## config.mk

```make
export PLATFORM = sky130hd
export DESIGN_NAME = irq_dual_agg
export DESIGN_NICKNAME = d
export VERILOG_FILES = /design/src/rtl/irq_agg_pkg.sv /design/src/rtl/irq_agg_evt_merge.sv /design/src/rtl/irq_agg_bank.sv /design/src/rtl/irq_dual_agg.sv
export SDC_FILE = /design/constraint.sdc
export NUM_CORES = 1
export LEC_CHECK = 0
export ABC_AREA = 1
export BUFFER_PORTS_ARGS = -buffer_cell sky130_fd_sc_hd__buf_4
export CAP_MARGIN = 20
export CORE_ASPECT_RATIO = 0.9
export CORE_MARGIN = 8
export CORE_UTILIZATION = 45
export DETAILED_ROUTE_END_ITERATION = 8
export GPL_TIMING_DRIVEN = 0
export PLACE_DENSITY = 0.69
export SLEW_MARGIN = 10
export SYNTH_ARGS = -nofsm -noshare
export SYNTH_HDL_FRONTEND = slang
export SYNTH_HIERARCHICAL = 1
export SYNTH_SLANG_ARGS = --single-unit
export TNS_END_PERCENT = 50
```

## constraint.sdc

```tcl
create_clock -name clk -period 1.67 [get_ports clk]
set_clock_uncertainty 0.15 [all_clocks]
set_input_delay 0.0835 -clock clk [delete_from_list [all_inputs] [get_ports clk]]
set_output_delay 0.0835 -clock clk [all_outputs]
set_load 0.1 [all_outputs]
```

## src/rtl/irq_agg_pkg.sv

```systemverilog
package irq_agg_pkg;
    localparam int NUM_EVT    = 15;
    localparam int NUM_STROBE = NUM_EVT - 2;
    localparam int BIT_SHORT  = 14;
    localparam int BIT_UNDER  = 13;

    typedef enum logic [1:0] {
        SEL_EN_SET   = 2'd0,
        SEL_EN_CLR   = 2'd1,
        SEL_RAW_SET  = 2'd2,
        SEL_STAT_CLR = 2'd3
    } reg_sel_e;

    typedef struct packed {
        logic [NUM_EVT-1:0] en;
        logic [NUM_EVT-1:0] raw;
        logic               irq;
    } bank_state_t;
endpackage

```

## src/rtl/irq_agg_evt_merge.sv

```systemverilog
module irq_agg_evt_merge
    import irq_agg_pkg::*;
#(
    parameter int NUM_BUF = 4
) (
    input  logic [NUM_STROBE-1:0] strobe,
    input  logic [NUM_BUF-1:0]    sf_vec,
    input  logic [NUM_BUF-1:0]    uf_vec,
    output logic [NUM_EVT-1:0]    evt
);
    always_comb begin
        evt                 = '0;
        evt[NUM_STROBE-1:0] = strobe;
        evt[BIT_SHORT]      = |sf_vec;
        evt[BIT_UNDER]      = |uf_vec;
    end
endmodule

```

## src/rtl/irq_agg_bank.sv

```systemverilog
module irq_agg_bank
    import irq_agg_pkg::*;
(
    input  logic               clk,
    input  logic               rst_n,
    input  logic [NUM_EVT-1:0] evt,
    input  logic               wr_en_set,
    input  logic               wr_en_clr,
    input  logic               wr_raw_set,
    input  logic               wr_stat_clr,
    input  logic [NUM_EVT-1:0] wdata,
    output logic [NUM_EVT-1:0] en_o,
    output logic [NUM_EVT-1:0] raw_o,
    output logic               irq_o
);
    bank_state_t st_d, st_q;

    always_comb begin
        logic [NUM_EVT-1:0] set_m, clr_m, force_m, wipe_m;
        set_m   = wr_en_set   ? wdata : '0;
        clr_m   = wr_en_clr   ? wdata : '0;
        force_m = wr_raw_set  ? wdata : '0;
        wipe_m  = wr_stat_clr ? wdata : '0;
        st_d     = st_q;
        st_d.en  = (st_q.en | set_m) & ~clr_m;
        st_d.raw = ((st_q.raw | force_m) & ~wipe_m) | evt;
        st_d.irq = |(st_d.raw & st_d.en);
    end

    always_ff @(posedge clk) begin
        if (!rst_n) st_q <= '0;
        else        st_q <= st_d;
    end

    assign en_o  = st_q.en;
    assign raw_o = st_q.raw;
    assign irq_o = st_q.irq;

    assert_irq_level_R8: assert property (@(posedge clk) disable iff (!rst_n)
        irq_o == |(raw_o & en_o));

    assert_zero_write_R11: assert property (@(posedge clk) disable iff (!rst_n)
        (wdata == '0) |=> $stable(en_o));

    for (genvar i = 0; i < NUM_EVT; i++) begin : g_bit_chk
        assert_event_wins_R12: assert property (@(posedge clk) disable iff (!rst_n)
            evt[i] |=> raw_o[i]);
        assert_stat_clear_R6: assert property (@(posedge clk) disable iff (!rst_n)
            (wr_stat_clr && wdata[i] && !evt[i]) |=> !raw_o[i]);
        assert_en_clear_R3: assert property (@(posedge clk) disable iff (!rst_n)
            (wr_en_clr && wdata[i]) |=> !en_o[i]);
    end
endmodule

```

## src/rtl/irq_dual_agg.sv

```systemverilog
module irq_dual_agg
    import irq_agg_pkg::*;
#(
    parameter int NUM_BUF   = 4,
    parameter int NUM_LINES = 2,
    localparam int LINE_W   = (NUM_LINES > 1) ? $clog2(NUM_LINES) : 1,
    localparam int ADDR_W   = LINE_W + 2
) (
    input  logic                  clk,
    input  logic                  rst_n,
    input  logic [NUM_STROBE-1:0] evt_strobe,
    input  logic [NUM_BUF-1:0]    short_frame_vec,
    input  logic [NUM_BUF-1:0]    underflow_vec,
    input  logic                  reg_wr_en,
    input  logic [ADDR_W-1:0]     reg_addr,
    input  logic [NUM_EVT-1:0]    reg_wdata,
    output logic [NUM_EVT-1:0]    reg_rdata,
    output logic [NUM_LINES-1:0]  irq_o
);
    logic [NUM_EVT-1:0] evt;
    logic [NUM_EVT-1:0] en_w  [NUM_LINES];
    logic [NUM_EVT-1:0] raw_w [NUM_LINES];
    logic [LINE_W-1:0]  line_sel;
    reg_sel_e           reg_sel;

    assign line_sel = reg_addr[ADDR_W-1:2];
    assign reg_sel  = reg_sel_e'(reg_addr[1:0]);

    irq_agg_evt_merge #(.NUM_BUF(NUM_BUF)) u_merge (
        .strobe (evt_strobe),
        .sf_vec (short_frame_vec),
        .uf_vec (underflow_vec),
        .evt    (evt)
    );

    for (genvar l = 0; l < NUM_LINES; l++) begin : g_line
        logic hit;
        assign hit = reg_wr_en && (line_sel == LINE_W'(l));
        irq_agg_bank u_bank (
            .clk         (clk),
            .rst_n       (rst_n),
            .evt         (evt),
            .wr_en_set   (hit && reg_sel == SEL_EN_SET),
            .wr_en_clr   (hit && reg_sel == SEL_EN_CLR),
            .wr_raw_set  (hit && reg_sel == SEL_RAW_SET),
            .wr_stat_clr (hit && reg_sel == SEL_STAT_CLR),
            .wdata       (reg_wdata),
            .en_o        (en_w[l]),
            .raw_o       (raw_w[l]),
            .irq_o       (irq_o[l])
        );
    end

    always_comb begin
        reg_rdata = '0;
        for (int l = 0; l < NUM_LINES; l++) begin
            if (line_sel == LINE_W'(l)) begin
                case (reg_sel)
                    SEL_EN_SET:  reg_rdata = en_w[l];
                    SEL_RAW_SET: reg_rdata = raw_w[l];
                    default:     reg_rdata = raw_w[l] & en_w[l];
                endcase
            end
        end
    end

    assert_reset_quiet_R1: assert property (@(posedge clk)
        !rst_n |=> (irq_o == '0));
endmodule

```

==> metrics.txt <==
outcome=finished clean; peak supply drop=0.522 mV; Fillers=862; register area share after synthesis=29.4%; Layout Nets=945; syn nets=836; I/O Buffers=44; Crit path max-delay family=buffers and inverters; Hold Slack=0.0455 ns; gpl congestion=0.877; H-tree levels=3; die area=12,700 um^2; Rows=33; CP most frequent cell=nand2_1; number of global-route vias before repair=4,584; Worst Hold Class=input port to flop; fmax=0.626 GHz; CP Launch Type=input port; DR WL/cell=13.4 um; Final Critical Period=1.60 ns; CP cell instances=buf_4 -> inv_6 -> nand2_2 -> buf_6 -> nor2_4 -> nand2_1 -> nand2_1 -> nand2_1 -> a21oi_1 -> dlygate4sd3_1; Starting Density=46.2%; Die Height=108 um; overall power=4.16 mW; initial DRC count=436; I/O Pins=59; number of max-cap violations=0; TritonCTS clock tree=done; Least-Margin Pin Slew=0.706 ns; Leak Pwr=3.38 nW; grt total ovfl=0; Slowest Stage Delay on Critical Path=0.57 ns; Rel. slew slack=52.9%; power per cell area=742 nW/um^2; DP Wirelength=9.18 mm; synth unique cells=15; Avg Vias per Cell=4.68; Post-DRT Antenna Nets=0; n_diodes=0; layout cells sized above 1=13.5%; Clock Pin Slew Worst Setup and Hold Paths=0.07 ns; CP Buf/Inv Count=4; CTS buffer count=9; Synth warnings=6; Max Slew Vio Count=0; Chip Width=118 um; first-pass GRT wire length=22.0 mm; Final Non-Filler Cells=1,030; mean post-synth cell area=5.32 um^2; Final Util=61.3%; Hold Fails Final Rpt=0; clk sink count=62; #FFs+latches synth=62; Worst-Skew Late Latency=0.34 ns; antenna violations before repair=0; Vias=4,821; GRT Util Overall=21.9%; Area growth, synth to finish=32.6%; Final Routed Wirelength=13.8 mm; dpl cells=960; Cell Area, Synth=4220 um^2; Cells after Synth=794; 1st-pass router iterations=5; fin crit share=95.7%; DRC viols=0; CTS max path bufs=2; Setup CP Type=input port to flop; crit-path max FO=10; core region area=9130 um^2; Critical Path RT=1.81 ns; Root Buffer=clkbuf_8; Crit path arrival time=1.73 ns; slowest CP cell=dlygate4sd3_1; largest net degree at the start of global routing=11; setup violators final=0; CP Capture Type=flop
[power by group]
part | switching, mW | internal (mW)
combinational | 0.724 | 0.366
sequential | 0.0354 | 1.56
clock | 0.597 | 0.878
[final cells by class]
cell class / count / area, um^2 / share of cell area (%)
inverter: 191 / 732 / 13.1
sequential: 62 / 1240 / 22.2
timing repair buffer: 98 / 851 / 15.2
buffer: 36 / 290 / 5.19
multi-input combinational: 505 / 2110 / 37.8
clock inverter: 4 / 70.1 / 1.25
clock buffer: 12 / 145 / 2.59
tap: 122 / 153 / 2.73
[worst reg2reg max path, stage by stage (launching register included)]
cell and delay (ns):
dfxtp_1 0.33, inv_1 0.04, nand2_1 0.06, nand2_1 0.07, a21oi_1 0.16, dlygate4sd3_1 0.57
[placed cells by master (no fill, tap or decap)]
cell type      instances
nand2_8                1
buf_6                 10
inv_6                  1
buf_12                 1
nor2_4                 4
dlygate4sd3_1         41
clkbuf_1               8
clkbuf_8              10
a21oi_1               32
nor3_4                 4
buf_8                  2
nand3_1               30
dfxtp_1               62
clkinv_2               2
nand2_1              376
nand2_4                2
nand2_2                4
inv_1                188
bufinv_16              2
o21ai_1                3
o21ai_2                2
nor2_1                44
inv_8                  1
inv_4                  1
buf_4                 70
nor2_2                 2
buf_2                  4
o21ai_0                1
[cell families after synthesis]
family                 Yosys count  share of synthesized area, %
and+or+nand+nor                467                          42.8
buffers and inverters          227                          23.3
DFF                             62                          29.4
AOI/OAI and AO/OA               38                          4.51
[cells in the mapped netlist]
cell | instances | area, um^2
nand2_1 | 379 | 1420
inv_1 | 188 | 706
dfxtp_1 | 62 | 1240
nor2_1 | 50 | 188
a21oi_1 | 32 | 160
nand3_1 | 30 | 150
buf_4 | 15 | 113
buf_6 | 9 | 101
buf_2 | 6 | 30.0
clkbuf_1 | 6 | 22.5
nand2_2 | 4 | 25.0
nor3_1 | 4 | 20.0
o21ai_0 | 4 | 20.0
inv_2 | 3 | 11.3
o21ai_1 | 2 | 10.0
[worst paths after layout]
| kind | startpoint | endpoint | slack, ns | cells past startpoint |
|---|---|---|---|---|
| worst max-delay path | reg_addr[0] | g_line[1].u_bank/raw_o[0] | 0.07 | 10 |
| worst min-delay path | reg_addr[1] | g_line[1].u_bank/en_o[8] | 0.05 | 5 |
| worst max register to register | g_line[1].u_bank/raw_o[0] | g_line[1].u_bank/raw_o[0] | 0.24 | 5 |
| worst min register to register | g_line[0].u_bank/en_o[0] | g_line[0].u_bank/en_o[0] | 0.39 | 4 |
[timing repair]
item / CTS / global route
setup endpoints to repair: 2 / 5
hold endpoints to repair: 59 / 0
gates resized for setup: 23 / 19
hold buffers: 41 / 0
pin swaps: 4 / 4
buffers inserted: 7 / 6
[per-stage QoR]
stage	TNS, ns	setup slack [ns]	area [um^2]
3_5_place_dp	-9.95	-0.766	4710
3_3_place_gp	-9.28	-0.783	4710
5_1_grt	-0.00373	-0.00373	5600
4_1_cts	-0.0107	-0.0107	5490
2_1_floorplan	-0.00737	-0.00737	4230
6_report	0	0.0718	5600
[metal layers]
metal / up-vias / global-route usage, % / part of all wire [%]
met5: - / 0 / 0
met4: 0 / 8.49 / 2.0
met3: 24 / 4.61 / 6.5
met2: 159 / 38.1 / 48
met1: 2173 / 26.0 / 44
li1: 2465 / - / -
[sequential cells by signal (all words and copies together), names as in the netlist]
name and count:
g_line.u_bank/en_o 30, g_line.u_bank/irq_o 2, g_line.u_bank/raw_o 30
No activity file was read; power rests on OpenSTA's default activity.
